$ cat config.mk
export PLATFORM = sky130hd
export DESIGN_NAME = pq_event_ctrl
export DESIGN_NICKNAME = d
export VERILOG_FILES = /design/src/rtl/pq_pkg.sv /design/src/rtl/pq_addr_dec.sv /design/src/rtl/pq_cell.sv /design/src/rtl/pq_notify_arb.sv /design/src/rtl/pq_event_ctrl.sv
export SDC_FILE = /design/constraint.sdc
export NUM_CORES = 1
export LEC_CHECK = 0
export CAP_MARGIN = 15
export CORE_AREA = 5 5 93 112
export CTS_CLUSTER_DIAMETER = 40
export DETAILED_ROUTE_END_ITERATION = 12
export DIE_AREA = 0 0 98 117
export PLACE_DENSITY = 0.71
export SETUP_SLACK_MARGIN = 0.15
export SYNTH_ARGS = -nofsm -noshare
export SYNTH_HDL_FRONTEND = slang
export SYNTH_SLANG_ARGS = --single-unit
$ cat constraint.sdc
create_clock -name clk -period 4 [get_ports clk]
set_input_delay 0.6 -clock clk [delete_from_list [all_inputs] [get_ports clk]]
set_output_delay 0.6 -clock clk [all_outputs]
set_load 0.005 [all_outputs]
$ cat src/rtl/pq_pkg.sv
package pq_pkg;
   typedef enum logic [2:0] {
      OP_NONE,
      OP_GET,
      OP_EOI,
      OP_SET,
      OP_TRIG
   } pq_op_e;

   localparam logic [1:0] PQ_IDLE   = 2'b00;
   localparam logic [1:0] PQ_OFF    = 2'b01;
   localparam logic [1:0] PQ_PEND   = 2'b10;
   localparam logic [1:0] PQ_QUEUED = 2'b11;
endpackage

$ cat src/rtl/pq_addr_dec.sv
module pq_addr_dec
   import pq_pkg::*;
#(
   parameter int NUM_SRC      = 8,
   parameter int PAGE_SHIFT   = 13,
   parameter int ADDR_W       = 32,
   parameter bit STORE_EOI_EN = 1'b1,
   localparam int SRC_W = (NUM_SRC > 1) ? $clog2(NUM_SRC) : 1,
   localparam int IDX_W = ADDR_W - PAGE_SHIFT
) (
   input  logic [ADDR_W-1:0] addr,
   input  logic              write,
   output logic [SRC_W-1:0]  src_idx,
   output logic              in_range,
   output pq_op_e            op,
   output logic [1:0]        set_val
);
   localparam bit TWO_PAGE = (PAGE_SHIFT == 13) || (PAGE_SHIFT == 17);

   logic [IDX_W-1:0] idx_full;
   logic             mgmt;
   logic [1:0]       off_sel;
   logic             unused_addr;

   assign idx_full    = addr[ADDR_W-1:PAGE_SHIFT];
   assign in_range    = idx_full < IDX_W'(NUM_SRC);
   assign src_idx     = idx_full[SRC_W-1:0];
   assign off_sel     = addr[11:10];
   assign set_val     = addr[9:8];
   assign unused_addr = ^addr;

   generate
      if (TWO_PAGE) begin : g_split
         assign mgmt = addr[PAGE_SHIFT-1];
      end else begin : g_single
         assign mgmt = 1'b1;
      end
   endgenerate

   always_comb begin
      op = OP_NONE;
      if (in_range) begin
         if (!write) begin
            if (!mgmt)                op = OP_GET;
            else if (off_sel == 2'b00) op = OP_EOI;
            else if (off_sel == 2'b11) op = OP_SET;
            else                       op = OP_GET;
         end else begin
            if (!mgmt)                 op = OP_TRIG;
            else if (off_sel == 2'b01) op = STORE_EOI_EN ? OP_EOI : OP_NONE;
            else if (!TWO_PAGE)        op = OP_TRIG;
            else                       op = OP_NONE;
         end
      end
   end
endmodule

$ cat src/rtl/pq_cell.sv
module pq_cell
   import pq_pkg::*;
#(
   parameter bit IS_LEVEL = 1'b0
) (
   input  logic       clk,
   input  logic       rst_n,
   input  logic       bus_sel,
   input  pq_op_e     bus_op,
   input  logic [1:0] set_val,
   input  logic       msi_trig,
   input  logic       lvl_in,
   output logic [1:0] pq_o,
   output logic       notify_o,
   output logic       renotify_o
);
   logic [1:0] pq_q, s_op, s_nx;
   logic       line_q, trig, eoi_ntf, trg_ntf;

   generate
      if (IS_LEVEL) begin : g_level
         logic unused_msi;
         assign unused_msi = msi_trig;
         always_ff @(posedge clk or negedge rst_n) begin
            if (!rst_n) line_q <= 1'b0;
            else        line_q <= lvl_in;
         end
         assign trig = lvl_in & ~line_q;
      end else begin : g_msg
         logic unused_lvl;
         assign unused_lvl = lvl_in;
         assign line_q     = 1'b0;
         assign trig       = msi_trig | (bus_sel && bus_op == OP_TRIG);
      end
   endgenerate

   always_comb begin
      s_op    = pq_q;
      eoi_ntf = 1'b0;
      if (bus_sel) begin
         case (bus_op)
            OP_EOI: begin
               if (pq_q == PQ_QUEUED) begin
                  s_op    = PQ_PEND;
                  eoi_ntf = 1'b1;
               end else if (pq_q == PQ_PEND) begin
                  s_op = PQ_IDLE;
               end
               if (IS_LEVEL && s_op == PQ_IDLE && line_q) begin
                  s_op    = PQ_PEND;
                  eoi_ntf = 1'b1;
               end
            end
            OP_SET:  s_op = set_val;
            default: ;
         endcase
      end
      s_nx    = s_op;
      trg_ntf = 1'b0;
      if (trig) begin
         case (s_op)
            PQ_IDLE: begin
               s_nx    = PQ_PEND;
               trg_ntf = 1'b1;
            end
            PQ_PEND, PQ_QUEUED: s_nx = PQ_QUEUED;
            default: ;
         endcase
      end
   end

   always_ff @(posedge clk or negedge rst_n) begin
      if (!rst_n) pq_q <= PQ_IDLE;
      else        pq_q <= s_nx;
   end

   assign pq_o       = pq_q;
   assign notify_o   = eoi_ntf | trg_ntf;
   assign renotify_o = eoi_ntf;

   assert_trig_idle_R2: assert property (@(posedge clk) disable iff (!rst_n)
      (!bus_sel && trig && pq_q == PQ_IDLE) |=> (pq_q == PQ_PEND));
   assert_merge_quiet_R3: assert property (@(posedge clk) disable iff (!rst_n)
      (!bus_sel && trig && pq_q[1]) |-> !notify_o);
   assert_merge_state_R3: assert property (@(posedge clk) disable iff (!rst_n)
      (!bus_sel && trig && pq_q[1]) |=> (pq_q == PQ_QUEUED));
   assert_off_hold_R4: assert property (@(posedge clk) disable iff (!rst_n)
      (!bus_sel && pq_q == PQ_OFF) |=> (pq_q == PQ_OFF));
   assert_eoi_requeue_R5: assert property (@(posedge clk) disable iff (!rst_n)
      (bus_sel && bus_op == OP_EOI && pq_q == PQ_QUEUED) |-> renotify_o);
endmodule

$ cat src/rtl/pq_notify_arb.sv
module pq_notify_arb #(
   parameter int NUM_SRC = 8,
   localparam int SRC_W = (NUM_SRC > 1) ? $clog2(NUM_SRC) : 1
) (
   input  logic               clk,
   input  logic               rst_n,
   input  logic [NUM_SRC-1:0] req_in,
   output logic               notify_valid,
   output logic [SRC_W-1:0]   notify_src
);
   logic [NUM_SRC-1:0] pend_q, gnt_oh;
   logic [SRC_W-1:0]   gnt_idx;

   always_comb begin
      gnt_idx = '0;
      for (int i = NUM_SRC - 1; i >= 0; i--) begin
         if (pend_q[i]) gnt_idx = SRC_W'(i);
      end
      gnt_oh          = '0;
      gnt_oh[gnt_idx] = |pend_q;
   end

   always_ff @(posedge clk or negedge rst_n) begin
      if (!rst_n) begin
         pend_q       <= '0;
         notify_valid <= 1'b0;
         notify_src   <= '0;
      end else begin
         pend_q       <= (pend_q & ~gnt_oh) | req_in;
         notify_valid <= |pend_q;
         notify_src   <= gnt_idx;
      end
   end

   assert_drain_R12: assert property (@(posedge clk) disable iff (!rst_n)
      (|pend_q) |=> notify_valid);
   assert_src_range_R12: assert property (@(posedge clk) disable iff (!rst_n)
      notify_valid |-> (int'(notify_src) < NUM_SRC));
endmodule

$ cat src/rtl/pq_event_ctrl.sv
module pq_event_ctrl
   import pq_pkg::*;
#(
   parameter int                 NUM_SRC      = 8,
   parameter int                 PAGE_SHIFT   = 13,
   parameter int                 ADDR_W       = 32,
   parameter int                 DATA_W       = 64,
   parameter bit                 STORE_EOI_EN = 1'b1,
   parameter logic [NUM_SRC-1:0] LEVEL_MAP    = '0,
   localparam int SRC_W = (NUM_SRC > 1) ? $clog2(NUM_SRC) : 1
) (
   input  logic               clk,
   input  logic               rst_n,
   input  logic               req_valid,
   input  logic               req_write,
   input  logic [ADDR_W-1:0]  req_addr,
   output logic               rsp_valid,
   output logic [DATA_W-1:0]  rsp_data,
   input  logic [NUM_SRC-1:0] msi_trig,
   input  logic [NUM_SRC-1:0] lvl_in,
   output logic               notify_valid,
   output logic [SRC_W-1:0]   notify_src
);
   generate
      if (!(PAGE_SHIFT == 12 || PAGE_SHIFT == 13 || PAGE_SHIFT == 16 || PAGE_SHIFT == 17)) begin : g_bad_shift
         $error("PAGE_SHIFT must be 12, 13, 16 or 17");
      end
      if (NUM_SRC < 2) begin : g_bad_num
         $error("NUM_SRC must be at least 2");
      end
      if (ADDR_W - PAGE_SHIFT <= SRC_W) begin : g_bad_addr
         $error("ADDR_W too small for NUM_SRC pages");
      end
      if (DATA_W < 2) begin : g_bad_data
         $error("DATA_W must be at least 2");
      end
   endgenerate

   logic [SRC_W-1:0]   src_idx;
   logic               in_range;
   pq_op_e             op;
   logic [1:0]         set_val;
   logic [1:0]         pq_arr [NUM_SRC];
   logic [NUM_SRC-1:0] ntf_vec, renot_vec;

   pq_addr_dec #(
      .NUM_SRC(NUM_SRC), .PAGE_SHIFT(PAGE_SHIFT),
      .ADDR_W(ADDR_W), .STORE_EOI_EN(STORE_EOI_EN)
   ) u_dec (
      .addr(req_addr), .write(req_write), .src_idx(src_idx),
      .in_range(in_range), .op(op), .set_val(set_val)
   );

   for (genvar i = 0; i < NUM_SRC; i++) begin : g_src
      pq_cell #(.IS_LEVEL(LEVEL_MAP[i])) u_cell (
         .clk(clk), .rst_n(rst_n),
         .bus_sel(req_valid && in_range && (src_idx == SRC_W'(i))),
         .bus_op(op), .set_val(set_val),
         .msi_trig(msi_trig[i]), .lvl_in(lvl_in[i]),
         .pq_o(pq_arr[i]), .notify_o(ntf_vec[i]), .renotify_o(renot_vec[i])
      );
   end

   pq_notify_arb #(.NUM_SRC(NUM_SRC)) u_arb (
      .clk(clk), .rst_n(rst_n), .req_in(ntf_vec),
      .notify_valid(notify_valid), .notify_src(notify_src)
   );

   always_ff @(posedge clk or negedge rst_n) begin
      if (!rst_n) begin
         rsp_valid <= 1'b0;
         rsp_data  <= '0;
      end else begin
         rsp_valid <= req_valid && !req_write;
         if (req_valid && !req_write) begin
            if (!in_range)         rsp_data <= '1;
            else if (op == OP_EOI) rsp_data <= DATA_W'(renot_vec[src_idx]);
            else                   rsp_data <= DATA_W'(pq_arr[src_idx]);
         end
      end
   end

   assert_load_rsp_R6: assert property (@(posedge clk) disable iff (!rst_n)
      (req_valid && !req_write) |=> rsp_valid);
   assert_store_silent_R7: assert property (@(posedge clk) disable iff (!rst_n)
      (req_valid && req_write) |=> !rsp_valid);
   assert_oor_ones_R11: assert property (@(posedge clk) disable iff (!rst_n)
      (req_valid && !req_write && !in_range) |=> (rsp_data == {DATA_W{1'b1}}));
endmodule

# == Word-level counts from Yosys, hierarchy flattened ==
# Cells that the tools add are included.
# totals
inputBits,52
out_inout_bits,69
ff_bits,93
wordCells,234
# op_classes
n_eq_ne,44
mux,112
magnitude_cmp,5
n_reduce_logical,39
bitwise,21
# ops
operator,count
2-to-1 mux 2 bit,37
"equality test 2 bit, second input constant",33
2-to-1 mux 64 bit,1
one-hot mux 2 bit (2 select lines),16
2-to-1 mux 1 bit,42
2-to-1 mux 3 bit,13
logical AND 1 bit,19
"less-than comparator 19 x 4 -> 1 bit, second input constant",1
logical NOT 2 bit,9
AND 8 bit,2
bitwise OR 1 bit,16
OR reduction 2 bit,8
"equality test 3 bit, second input constant",5
"equality test 3 x 2 -> 1 bit, second input constant",4
"less-than comparator 3 x 4 -> 1 bit, second input constant",2
NOT 8 bit,1
bitwise OR 8 bit,1
OR reduction 8 bit,1
binary-select mux 2 bit (select 3 bit),1
"greater-or-equal comparator 4 bit, second input constant",1
NOT 3 -> 4 bit,1
binary-select mux 1 bit (select 3 bit),1
demux 1 bit (select 3 bit),1
"equality test 3 x 1 -> 1 bit, second input constant",1
4 further kinds,4

# == Logic depth before layout (Yosys ltp) ==
# depth
word_depth,16
depth_mapped,9
ltp_nobuf,8

# == Hierarchy ==
# From an unflattened synthesis, not the netlist that was laid out.
# hier_totals
cells_unflattened,320
area_unflattened_um2,2951.6
# by_module_without_submodules
mod,n_inst,area_each_um2,cells_each,seq_area_each_um2
pq_cell,8,180.2,19,50.0
pq_event_ctrl,1,898.4,107,100.1
pq_notify_arb,1,464.2,41,300.3
pq_addr_dec,1,147.6,20,0.0

# == Least setup slack after synthesis ==
# No wires, ideal clock.
# synth_path
path_type,in2reg
from,input req_addr[10]
to,register u_arb.pend_q[2]
t_arrival_ns,2.101
slack_ns,1.812
setup_ns,0.087
cell_stages,8
t_required_ns,3.913
n_path_buf,0
path_cell_list,inv_1 > ha_1 > nor2_1 > o21a_1 > nand3_2 > o21ai_1 > or3b_1 > o211ai_1
# synth_between
elab_chain_len,14
word_cells_on_any_way,24
cone_classes,5 x eq/ne; 13 x mux; 3 x bitwise; 3 x reduce/logical
# synth_rtl
element,line_no,source
"start, declared",pq_event_ctrl.sv:16,"input logic [ADDR_W-1:0] req_addr,"
equality test 2 bit,pq_addr_dec.sv:46,else if (off_sel == 2'b11) op = OP_SET;
2-to-1 mux 2 bit,pq_addr_dec.sv:46,
2-to-1 mux 3 bit,pq_addr_dec.sv:45,else if (off_sel == 2'b00) op = OP_EOI;
2-to-1 mux 3 bit,pq_addr_dec.sv:44,if (!mgmt) op = OP_GET;
2-to-1 mux 3 bit *,pq_addr_dec.sv:43,if (!write) begin
2-to-1 mux 3 bit *,pq_addr_dec.sv:42,if (in_range) begin
equality test 3 x 2 -> 1 bit,pq_cell.sv:41,case (bus_op)
one-hot mux 2 bit (2 select lines),pq_cell.sv:41,
2-to-1 mux 2 bit,pq_cell.sv:40,if (bus_sel) begin
logical NOT 2 bit,pq_cell.sv:61,case (s_op)
2-to-1 mux 1 bit,pq_cell.sv:61,
2-to-1 mux 1 bit,pq_cell.sv:60,if (trig) begin
bitwise OR 1 bit *,pq_cell.sv:78,assign notify_o = eoi_ntf | trg_ntf;
bitwise OR 8 bit *,pq_notify_arb.sv:29,pend_q <= (pend_q & ~gnt_oh) | req_in;
"end signal, assigned",pq_notify_arb.sv:29,
"end, declared",pq_notify_arb.sv:11,"logic [NUM_SRC-1:0] pend_q, gnt_oh;"
# Mark *: on every way between the ends. The rest lies on a longest branch, timed or not.
# A chain may end at the register's enable or synchronous reset.

# == Final worst setup path ==
# layout_path
from,input req_addr[10]
to,register u_arb.pend_q[6]
# The elaborated chain is that of the path after synthesis.

==> flow_summary.json <==
{
  "pin_count": 121,
  "critical_path.endpoint_type": "register",
  "critPathKind": "in -> reg",
  "cts-buffers-inserted": 5,
  "cp_max_fo": 8,
  "maxCapViolCount": 0,
  "n_antenna_cell": 0,
  "grt_max_degree": 63,
  "clock_sinks": 32,
  "antenna_found_initial": 0,
  "cp_data_required_time_ns": 4.18,
  "start_util_pct": 28.97,
  "power.density_nw_per_um2": 293.2,
  "vias": 2535,
  "rsz0062_at_grt": "false",
  "drc": 0,
  "area_delta_synth_final_pct": 33.46,
  "fmax_ghz": 0.3426,
  "avgSynthCellArea_um2": 8.626,
  "synth_cell_types": 51,
  "async_flop_share_pct": 100.0,
  "max_slew_margin_pct": 54.16,
  "synth_ff_type": "dfrtp_1",
  "layout_commonest_cell": "clkdlybuf4s50_1",
  "ys_warn_count": 0,
  "worstSetupStartpointType": "input port",
  "clock_path_buffers": 2,
  "p_leak_nw": 1.396,
  "worst_slew_pin_slew_ns": 0.6877,
  "grt_usage_pct": 12.86,
  "syn_area_um2": 2700,
  "final_core_util_pct": 38.66,
  "status": "finished, final reports clean",
  "cts.clk_slew.worst_paths_ns": 0.05,
  "viasPerCell": 5.227,
  "synth_edf_count": 0,
  "root_buffer": "clkbuf_16",
  "final_nets": 415,
  "total_power_mw": 1.057,
  "regArea_um2": 800.8,
  "fp.dieArea_um2": 11470,
  "setup_ws_ns": 1.081,
  "cts_hold_buf": 0,
  "pre_cts_slack_ns": 0.8714,
  "peakVddDrop_uv": 133.4,
  "multi_input_area_um2": 1358,
  "tritoncts": "done",
  "min_period_ns": 2.919,
  "netlist_instances": 313,
  "h-tree-depth": 2,
  "grt_pass1_wl_um": 12020,
  "die_x_um": 98,
  "fillers": 945,
  "setup_violations": 0,
  "die_y_um": 117,
  "finalHoldViolCount": 0,
  "grt_pass1_vias": 2535,
  "fin_crit_sh_pct": 72.98,
  "synth-seq-cells": 32,
  "yosysSeqAreaShare_pct": 29.66,
  "layout-drive-gt1-share_pct": 9.116,
  "drt-pass1-iter-count": 4,
  "arrival_ns": 3.10,
  "slew_violations": 0,
  "totalWireLength_um": 7337,
  "dp_hpwl_um": 5754,
  "clkLatencyLatePin_ns": 0.28,
  "final_antenna_net_count": 0,
  "portBuffers": 104,
  "dr.first_iter.drc_count": 164,
  "finalClockSkew_ns": 0.001111,
  "overflow": 0,
  "route.detailed.wl_per_inst_um": 15.13,
  "post-cts-setup-buffers": 0,
  "setup_tns_ns": 0,
  "syn-num-nets": 367,
  "core_um2": 9320,
  "cts_resized": 0,
  "final_cell_mix": "clkdlybuf4s50_1 (104), dfrtp_1 (32), nand2_1 (29)",
  "rows": 39,
  "hold_path.class": "reg -> reg",
  "gp_congestion": 0.9055
}
-- state kept, by name (all words and copies together) (netlist names) --
signal              count
g_src.u_cell.pq_o      16
u_arb.pend_q            8
u_arb.notify_src        3
rsp_data                3
rsp_valid               1
u_arb.notify_valid      1
-- path summary, 6_finish.rpt --
kind	start	endpoint	slack (ns)	cells after the start
worst max register to register	u_arb.pend_q[1]	u_arb.pend_q[6]	2.27	4
worst max-delay path	req_addr[10]	u_arb.pend_q[6]	1.08	9
worst min register to register	rsp_data[62]	rsp_data[62]	0.48	2
min in group asynchronous	rst_n	g_src[5].u_cell.pq_o[1]	0.72	2
worst min-delay path	rsp_data[62]	rsp_data[62]	0.48	2
max in group asynchronous	rst_n	g_src[0].u_cell.pq_o[1]	2.98	2
-- routing by layer --
layer | global-route usage (%) | wire length, um
met1 | 14.97 | 2835
met2 | 21.30 | 3344
met3 | 4.624 | 972
met4 | 6.002 | 185
met5 | 0 | 0
-- cells by family (layout without fill, tap and decap cells) --
| logic type | Yosys count | in the layout | synth area share [%] |
|---|---|---|---|
| simple gates | 108 | 108 | 23.86 |
| flops | 32 | 32 | 29.66 |
| buf+inv | 80 | 129 | 20.06 |
| mux | 7 | 7 | 4.495 |
| compound gates | 84 | 84 | 20.99 |
| fa+ha+maj | 2 | 2 | 0.9266 |
-- layout make-up --
type / instances / area share (%)
repair buffers: 109 / 29.93
inverters: 12 / 1.250
clock buffers: 5 / 3.472
well taps: 123 / 4.271
multi-input cells: 201 / 37.67
clock inverters: 3 / 1.181
flip-flops and latches: 32 / 22.22
-- worst max-delay path, cell delays in order --
cell	delay (ns)
clkdlybuf4s50_1	0.48
inv_1	0.05
ha_1	0.22
a21oi_1	0.57
buf_4	0.27
nor2_1	0.05
o41ai_1	0.39
o211ai_1	0.21
o221ai_1	0.25
-- cells in the mapped netlist, drive strengths merged (2+ instances only) --
library cell	count	area share, %
nor3	7	1.3
mux2i	2	0.74
o22a	3	0.97
and3	3	0.74
a21o	3	0.83
dfrtp	32	30
o221ai	10	3.5
a22o	2	0.70
nor2b	3	0.70
ha	2	0.93
nand4	6	2.2
o21ai	18	3.3
buf	64	18
or2	2	0.46
o22ai	6	1.4
inv	12	1.7
nand3	15	3.0
a31o	2	0.65
a31oi	4	0.93
nor2	20	2.8
a21oi	17	3.2
and2	8	1.9
o41ai	4	1.3
nor4	5	3.9
a22oi	2	0.56
nand2	29	4.0
o211ai	6	1.7
nand2b	5	1.2
mux4	4	3.3
o21bai	3	0.83
clkbuf	4	0.56
-- power breakdown --
group	switching (mW)	leakage (nW)	internal, mW
registers	0.00459	0.356	0.329
logic	0.113	0.960	0.174
clock network	0.143	0.0798	0.292
-- stage by stage --
stage / instance area, um2 / instances / hold slack [ns]
after global routing: 3603 / 485 / 0.5424
after detailed placement: 3436 / 477 / 0.4743
final: 3603 / 485 / 0.4825
after CTS: 3603 / 485 / 0.4861
after floorplan: 2700 / 313 / 0.3044
after global placement: 3436 / 477 / 0.4690
Note: power is estimated with default switching activity, not from simulation.
